--- src/rtl/tw_pkg.sv ---
package tw_pkg;

    // Controller states of the wheel service walk.
    typedef enum logic [1:0] {
        TW_IDLE  = 2'd0,
        TW_LOAD  = 2'd1,
        TW_EMIT  = 2'd2,
        TW_CLEAR = 2'd3
    } tw_state_e;

endpackage

--- src/rtl/tw_timebase.sv ---
// Sum of several per-kind activity counters; the low bits give the slot.
module tw_timebase #(
    parameter int NUM_KINDS = 5,
    parameter int CNT_W     = 32,
    parameter int SLOT_W    = 4
) (
    input  logic                 clk,
    input  logic                 rst_n,
    input  logic [NUM_KINDS-1:0] tick_i,
    output logic [CNT_W-1:0]     time_o,
    output logic [SLOT_W-1:0]    now_slot_o
);

    logic [CNT_W-1:0] kind_cnt [NUM_KINDS];

    for (genvar k = 0; k < NUM_KINDS; k++) begin : g_kind
        always_ff @(posedge clk or negedge rst_n) begin
            if (!rst_n) begin
                kind_cnt[k] <= '0;
            end else if (tick_i[k]) begin
                kind_cnt[k] <= kind_cnt[k] + 1'b1;
            end
        end
    end

    always_comb begin
        time_o = '0;
        for (int k = 0; k < NUM_KINDS; k++) begin
            time_o = time_o + kind_cnt[k];
        end
    end

    assign now_slot_o = time_o[SLOT_W-1:0];

endmodule

--- src/rtl/tw_slot_store.sv ---
// Per-slot fixed-capacity lists: append on write, wipe on clear.
module tw_slot_store #(
    parameter int NUM_SLOTS = 16,
    parameter int SLOT_CAP  = 4,
    parameter int ID_W      = 8,
    parameter int SLOT_W    = 4,
    parameter int IDX_W     = 2,
    parameter int CNTF_W    = 3
) (
    input  logic              clk,
    input  logic              rst_n,
    input  logic              wr_en_i,
    input  logic [SLOT_W-1:0] wr_slot_i,
    input  logic [ID_W-1:0]   wr_id_i,
    output logic [CNTF_W-1:0] wr_cnt_o,
    input  logic              clr_en_i,
    input  logic [SLOT_W-1:0] clr_slot_i,
    input  logic [SLOT_W-1:0] rd_slot_i,
    input  logic [IDX_W-1:0]  rd_idx_i,
    output logic [ID_W-1:0]   rd_id_o,
    output logic [CNTF_W-1:0] rd_cnt_o
);

    logic [ID_W-1:0]   entry [NUM_SLOTS][SLOT_CAP];
    logic [CNTF_W-1:0] fill  [NUM_SLOTS];

    for (genvar s = 0; s < NUM_SLOTS; s++) begin : g_slot
        // Fill level: a clear wins over an append (the controller never
        // issues both to the same slot).
        always_ff @(posedge clk or negedge rst_n) begin
            if (!rst_n) begin
                fill[s] <= '0;
            end else if (clr_en_i && (clr_slot_i == SLOT_W'(s))) begin
                fill[s] <= '0;
            end else if (wr_en_i && (wr_slot_i == SLOT_W'(s))) begin
                fill[s] <= fill[s] + 1'b1;
            end
        end

        for (genvar c = 0; c < SLOT_CAP; c++) begin : g_ent
            always_ff @(posedge clk) begin
                if (wr_en_i && (wr_slot_i == SLOT_W'(s)) &&
                    (fill[s] == CNTF_W'(c))) begin
                    entry[s][c] <= wr_id_i;
                end
            end
        end
    end

    assign wr_cnt_o = fill[wr_slot_i];
    assign rd_cnt_o = fill[rd_slot_i];
    assign rd_id_o  = entry[rd_slot_i][rd_idx_i];

endmodule

--- src/rtl/tw_ctrl.sv ---
// Service walk controller, schedule decode and error flags.
module tw_ctrl
    import tw_pkg::*;
#(
    parameter int SLOT_CAP = 4,
    parameter int SLOT_W   = 4,
    parameter int IDX_W    = 2,
    parameter int CNTF_W   = 3,
    parameter int PEND_W   = 7
) (
    input  logic              clk,
    input  logic              rst_n,
    input  logic [SLOT_W-1:0] now_slot_i,
    input  logic              sched_valid_i,
    input  logic [SLOT_W-1:0] sched_delay_i,
    input  logic [CNTF_W-1:0] wr_cnt_i,
    input  logic [CNTF_W-1:0] rd_cnt_i,
    input  logic              fire_ready_i,
    output logic              wr_en_o,
    output logic [SLOT_W-1:0] target_o,
    output logic              clr_en_o,
    output logic [SLOT_W-1:0] cur_slot_o,
    output logic [IDX_W-1:0]  rd_idx_o,
    output logic              fire_valid_o,
    output logic              err_full_o,
    output logic              err_zero_o,
    output logic [PEND_W-1:0] pend_o
);

    tw_state_e         state_q, state_d;
    logic [SLOT_W-1:0] svc_q;     // last fully serviced slot
    logic [SLOT_W-1:0] cur_q;     // slot being drained
    logic [IDX_W-1:0]  idx_q;     // entry being presented
    logic [PEND_W-1:0] pend_q;    // identifiers stored in the wheel
    logic [SLOT_W-1:0] base;
    logic              zero_req, full_req, pop, last_ent, wheel_empty;

    assign wheel_empty = (pend_q == '0);

    // Schedule base: fresh time sample when the wheel is empty, otherwise
    // the serviced position; during a drain, the slot being drained.
    always_comb begin
        if (state_q == TW_IDLE) begin
            base = wheel_empty ? now_slot_i : svc_q;
        end else begin
            base = cur_q;
        end
    end

    assign target_o = base + sched_delay_i;
    assign zero_req = sched_valid_i && (sched_delay_i == '0);
    assign full_req = sched_valid_i && !zero_req &&
                      (wr_cnt_i == CNTF_W'(SLOT_CAP));
    assign wr_en_o  = sched_valid_i && !zero_req && !full_req;
    assign pop      = (state_q == TW_EMIT) && fire_ready_i;
    assign last_ent = ((CNTF_W'(idx_q) + 1'b1) == rd_cnt_i);

    // Next-state logic
    always_comb begin
        state_d = state_q;
        unique case (state_q)
            TW_IDLE: begin
                if (!wheel_empty && (svc_q != now_slot_i)) begin
                    state_d = TW_LOAD;
                end
            end
            TW_LOAD: begin
                state_d = (rd_cnt_i == '0) ? TW_CLEAR : TW_EMIT;
            end
            TW_EMIT: begin
                if (pop && last_ent) begin
                    state_d = TW_CLEAR;
                end
            end
            TW_CLEAR: begin
                state_d = TW_IDLE;
            end
            default: state_d = TW_IDLE;
        endcase
    end

    // State register
    always_ff @(posedge clk or negedge rst_n) begin
        if (!rst_n) begin
            state_q <= TW_IDLE;
        end else begin
            state_q <= state_d;
        end
    end

    // Walk pointers, entry index, stored count and error flags
    always_ff @(posedge clk or negedge rst_n) begin
        if (!rst_n) begin
            svc_q      <= '0;
            cur_q      <= '0;
            idx_q      <= '0;
            pend_q     <= '0;
            err_full_o <= 1'b0;
            err_zero_o <= 1'b0;
        end else begin
            if ((state_q == TW_IDLE) && wheel_empty) begin
                svc_q <= now_slot_i;
            end else if (state_q == TW_CLEAR) begin
                svc_q <= cur_q;
            end

            if ((state_q == TW_IDLE) && (state_d == TW_LOAD)) begin
                cur_q <= svc_q + 1'b1;
            end

            if (state_q == TW_LOAD) begin
                idx_q <= '0;
            end else if (pop) begin
                idx_q <= idx_q + 1'b1;
            end

            unique case ({wr_en_o, pop})
                2'b10:   pend_q <= pend_q + 1'b1;
                2'b01:   pend_q <= pend_q - 1'b1;
                default: pend_q <= pend_q;
            endcase

            err_full_o <= full_req;
            err_zero_o <= zero_req;
        end
    end

    // Outputs decoded from state
    always_comb begin
        fire_valid_o = (state_q == TW_EMIT);
        clr_en_o     = (state_q == TW_CLEAR);
        cur_slot_o   = cur_q;
        rd_idx_o     = idx_q;
        pend_o       = pend_q;
    end

endmodule

--- src/rtl/timing_wheel_sched.sv ---
// Timing-wheel event scheduler top level.
module timing_wheel_sched #(
    parameter int NUM_SLOTS = 16,
    parameter int SLOT_CAP  = 4,
    parameter int ID_W      = 8,
    parameter int CNT_W     = 32,
    parameter int NUM_KINDS = 5
) (
    input  logic                         clk,
    input  logic                         rst_n,
    input  logic [NUM_KINDS-1:0]         tick_i,
    input  logic                         sched_valid_i,
    input  logic [ID_W-1:0]              sched_id_i,
    input  logic [$clog2(NUM_SLOTS)-1:0] sched_delay_i,
    output logic                         err_full_o,
    output logic                         err_zero_o,
    output logic                         fire_valid_o,
    output logic [ID_W-1:0]              fire_id_o,
    input  logic                         fire_ready_i,
    output logic [CNT_W-1:0]             time_o
);

    localparam int SLOT_W = $clog2(NUM_SLOTS);
    localparam int IDX_W  = (SLOT_CAP > 1) ? $clog2(SLOT_CAP) : 1;
    localparam int CNTF_W = $clog2(SLOT_CAP + 1);
    localparam int PEND_W = $clog2(NUM_SLOTS * SLOT_CAP + 1);

    logic [SLOT_W-1:0] now_slot;
    logic [SLOT_W-1:0] target;
    logic [SLOT_W-1:0] cur_slot;
    logic [IDX_W-1:0]  rd_idx;
    logic [CNTF_W-1:0] wr_cnt, rd_cnt;
    logic              wr_en, clr_en;
    logic [PEND_W-1:0] pend_cnt;

    tw_timebase #(
        .NUM_KINDS (NUM_KINDS),
        .CNT_W     (CNT_W),
        .SLOT_W    (SLOT_W)
    ) u_time (
        .clk        (clk),
        .rst_n      (rst_n),
        .tick_i     (tick_i),
        .time_o     (time_o),
        .now_slot_o (now_slot)
    );

    tw_slot_store #(
        .NUM_SLOTS (NUM_SLOTS),
        .SLOT_CAP  (SLOT_CAP),
        .ID_W      (ID_W),
        .SLOT_W    (SLOT_W),
        .IDX_W     (IDX_W),
        .CNTF_W    (CNTF_W)
    ) u_store (
        .clk        (clk),
        .rst_n      (rst_n),
        .wr_en_i    (wr_en),
        .wr_slot_i  (target),
        .wr_id_i    (sched_id_i),
        .wr_cnt_o   (wr_cnt),
        .clr_en_i   (clr_en),
        .clr_slot_i (cur_slot),
        .rd_slot_i  (cur_slot),
        .rd_idx_i   (rd_idx),
        .rd_id_o    (fire_id_o),
        .rd_cnt_o   (rd_cnt)
    );

    tw_ctrl #(
        .SLOT_CAP (SLOT_CAP),
        .SLOT_W   (SLOT_W),
        .IDX_W    (IDX_W),
        .CNTF_W   (CNTF_W),
        .PEND_W   (PEND_W)
    ) u_ctrl (
        .clk           (clk),
        .rst_n         (rst_n),
        .now_slot_i    (now_slot),
        .sched_valid_i (sched_valid_i),
        .sched_delay_i (sched_delay_i),
        .wr_cnt_i      (wr_cnt),
        .rd_cnt_i      (rd_cnt),
        .fire_ready_i  (fire_ready_i),
        .wr_en_o       (wr_en),
        .target_o      (target),
        .clr_en_o      (clr_en),
        .cur_slot_o    (cur_slot),
        .rd_idx_o      (rd_idx),
        .fire_valid_o  (fire_valid_o),
        .err_full_o    (err_full_o),
        .err_zero_o    (err_zero_o),
        .pend_o        (pend_cnt)
    );

endmodule

--- config.mk ---
export PLATFORM = sky130hd
export DESIGN_NAME = timing_wheel_sched
export DESIGN_NICKNAME = d
export VERILOG_FILES = /design/src/rtl/tw_pkg.sv /design/src/rtl/tw_timebase.sv /design/src/rtl/tw_slot_store.sv /design/src/rtl/tw_ctrl.sv /design/src/rtl/timing_wheel_sched.sv
export SDC_FILE = /design/constraint.sdc
export NUM_CORES = 1
export LEC_CHECK = 0
export BUFFER_PORTS_ARGS = -buffer_cell sky130_fd_sc_hd__buf_2
export CORE_MARGIN = 8
export CORE_UTILIZATION = 33
export CTS_CLUSTER_DIAMETER = 40
export DETAILED_ROUTE_END_ITERATION = 12
export SETUP_SLACK_MARGIN = 0.02
export SLEW_MARGIN = 20
export SYNTH_ARGS = -nofsm -noshare
export SYNTH_HDL_FRONTEND = slang
export SYNTH_SLANG_ARGS = --single-unit
--- constraint.sdc ---
create_clock -name clk -period 14 [get_ports clk]
set_input_delay 2.1 -clock clk [delete_from_list [all_inputs] [get_ports clk]]
set_output_delay 2.1 -clock clk [all_outputs]
set_load 0.02 [all_outputs]
==> results.txt <==
outcome = complete, no violations
PnR Total Power = 9.49 mW
Slew Viols, Final = 0
Routed Antenna Nets = 0
Ports = 64
DRC Markers = 0
sw power = 3.70 mW
via density per instance = 5.01
Post-Layout Cell Count = 3872
setup_tns = 0 ps
RSZ-0062 raised after global routing = no
top_reg_cell synth = edfxtp_1
drt initial violations = 1510
VDD IR-drop max = 0.484 mV
Hold WC Path Type = flop to flop
final core occ = 38.4%
leak pwr = 15.9 nW
placed instance count = 3672
Worst Path Max Fanout = 5
layout cells sized above 1 = 19.0%
antenna violations before repair = 7
global route overflow = 0
hold-fix buffers at CTS = 0
Total Nets Final = 2620
post-synthesis sequential area ratio = 59.6%
Period minus WS final = 8300 ps
Placer Congestion = 0.863
Wirelength per Cell = 21.2 um
Die W = 344 um
Area after DPL = 37400 sq um
syn avg cell area = 15.7 sq um
Post-Syn Instances = 2256
pwr dens = 231 nW/um^2
CTS Buf Count = 105
first drt pass iteration count = 5
die height = 344 um
Synth-to-Final Area Change = 15.9%
Placement Setup Slack = 6050 ps
row count = 120
worst hold margin = 489 ps
startpoint types = flop
Worst EP arrival = 6200 ps
Core ar. = 107000 sq um
Clock Pin Slew Worst Setup and Hold Paths = 50 ps
Comb power frac = 41.8%
GRT Resource Usage Total = 14.1%
hold violation total from the final report = 0
Initial Util = 33.2%
max_cap viols = 0
Slew HR = 31.5%
Clk pwr share = 28.4%
WL final = 82200 um
top post-synthesis cells by area = edfxtp_1 (43%), dfrtp_1 (16%), mux4_2 (12%), fa_1 (5.3%), ha_1 (4.6%)
Mapped Area = 35400 sq um
Synth top area share = 43.4%
CP endpoint kind = output pin
worst endpoint required time = 11900 ps
postcts setup bufs = 0
Clock Latency Late Sink = 660 ps
cts repair resizes = 0
Ys Warns = 0
Seq cells post-synth = 741
first-pass GRT wire length = 127000 um
Synth async-reset ratio = 30.9%
port bufs = 63
routed via count = 19400
Switching Share = 38.9%
post-route setup slack = 5700 ps
FMAX = 120 MHz
WS Path Type = flop to output pin
Worst Tran Pin Value = 1020 ps
Post-synth EDFFs = 512
largest net degree at the start of global routing = 98
clock buffer depth = 3
fin crit share = 59.3%
largest area contributor in the netlist = edfxtp_1
Synthesized Nets = 2500
Reg power frac = 29.8%
H-tree Lvls = 3
Clock Sinks = 741
HPWL Detailed = 56200 um
final setup vio count = 0
Synth cell types = 70
cell area after layout = 41000 sq um
vias in the first global route = 20600
Internal Pwr Total = 5.80 mW
die area = 118000 sq um
clock skew = 40.9 ps
CTS root buf = clkbuf_16
TritonCTS clock tree = yes
## registers in the layout, indices dropped and copies added (netlist names)
register,flops
u_ctrl.state_q,2
u_ctrl.rd_idx_o,2
u_ctrl.err_full_o,1
u_time.kind_cnt,160
u_ctrl.err_zero_o,1
u_ctrl.pend_o,7
u_store.entry,512
u_ctrl.cur_slot_o,4
u_store.fill,48
u_ctrl.svc_q,4
## power by group through the flow
stage | clock (mW) | combinational (mW) | sequential, mW
finish | 2.69 | 3.97 | 2.83
global route | 2.83 | 4.33 | 2.86
CTS | 2.75 | 4.00 | 2.83
detailed placement | 0 | 3.98 | 2.87
global placement | 0 | 3.93 | 2.85
floorplan | 0 | 2.77 | 2.72
## synth_stat cells (3+ instances only)
cell / number
a211o_1: 3
a211oi_1: 11
a21o_1: 12
a21oi_1: 43
a31oi_1: 6
and2_1: 48
and3_1: 57
and4_1: 6
buf_1: 17
buf_2: 9
clkbuf_1: 37
dfrtp_1: 229
edfxtp_1: 512
fa_1: 93
ha_1: 130
inv_1: 101
mux2_2: 11
mux2i_1: 31
mux4_2: 184
nand2_1: 109
nand2b_1: 10
nand3_1: 58
nand4_1: 33
nor2_1: 156
nor2b_1: 14
nor3_1: 17
nor3b_1: 5
nor4_1: 3
o211ai_1: 3
o21ai_0: 23
or2_0: 4
or2_2: 3
or3_1: 5
xnor2_1: 143
xor2_1: 84
## worst paths after layout
kind | slack [ps] | from | cells past startpoint | end
min in group asynchronous | 1440 | rst_n | 1 | u_time.kind_cnt[156]
min | 490 | u_time.kind_cnt[159] | 1 | u_time.kind_cnt[159]
max in group asynchronous | 10880 | rst_n | 2 | u_ctrl.cur_slot_o[0]
max reg2reg | 5990 | u_time.kind_cnt[2] | 27 | u_ctrl.pend_o[6]
min reg2reg | 490 | u_time.kind_cnt[159] | 1 | u_time.kind_cnt[159]
max | 5700 | u_time.kind_cnt[2] | 17 | time_o[31]
## worst max-delay path, stage by stage (launching register included)
cell and delay (ps):
dfrtp_1 420, inv_1 90, fa_1 560, inv_1 60, fa_1 500, inv_1 50
fa_1 500, inv_1 70, fa_1 500, a211oi_1 340, o2111ai_1 250, a221oi_1 690
o221ai_1 390, a31o_2 350, a221o_1 320, a21oi_1 180, xnor2_1 130, buf_2 180
## metal layers
| layer | track usage [%] | part of all wire [%] | wire length [um] |
|---|---|---|---|
| met5 | 0 | 0 | 0 |
| met4 | 4.04 | 2.5 | 2080 |
| met3 | 3.07 | 5.9 | 4820 |
| met2 | 23.0 | 48 | 39600 |
| met1 | 18.8 | 43 | 35700 |
## area by class of cell
cell class                      count  area (sq um)
Antenna cell                        3          7.51
Clock buffer                      132          2860
Clock inverter                     65           791
Fill cell                        9750         65700
Inverter                          101           379
Multi-Input combinational cell   1349         13700
Sequential cell                   741         21100
Tap cell                         1403          1760
Timing Repair Buffer               78           454
## kinds of logic (layout without fill, tap and decap cells)
group / Yosys count / in the layout / share of synthesized area, %
flip-flops: 741 / 741 / 59.6
AND/OR/NAND/NOR: 544 / 544 / 7.76
XOR/XNOR: 228 / 228 / 5.66
multiplexers: 226 / 226 / 12.9
adder cells (fa/ha/maj): 223 / 223 / 9.85
buffers and inverters: 166 / 376 / 1.82
AO/OA/AOI/OAI: 128 / 128 / 2.40
other: 0 / 3 / 0
## cells in the final DEF, fill, tap and decap left out, types with 5 or more instances in the layout
cell type,instances
edfxtp_1,512
dfrtp_1,225
mux4_2,184
nor2_1,156
xnor2_1,142
ha_1,130
nand2_1,109
clkbuf_16,108
inv_1,101
fa_1,93
xor2_1,84
nand3_1,58
and3_1,57
buf_2,57
and2_1,48
a21oi_1,43
nand4_1,33
mux2i_1,31
o21ai_0,23
buf_4,19
nor3_1,17
clkbuf_1,17
nor2b_1,14
clkinvlp_4,13
a21o_1,12
a211oi_1,11
mux2_2,11
bufinv_16,11
clkinv_2,11
nand2b_1,10
inv_6,9
clkbuf_8,7
clkinv_1,7
a31oi_1,6
and4_1,6
inv_8,6
or3_1,5
nor3b_1,5
Note: power is estimated with default switching activity, not from simulation.
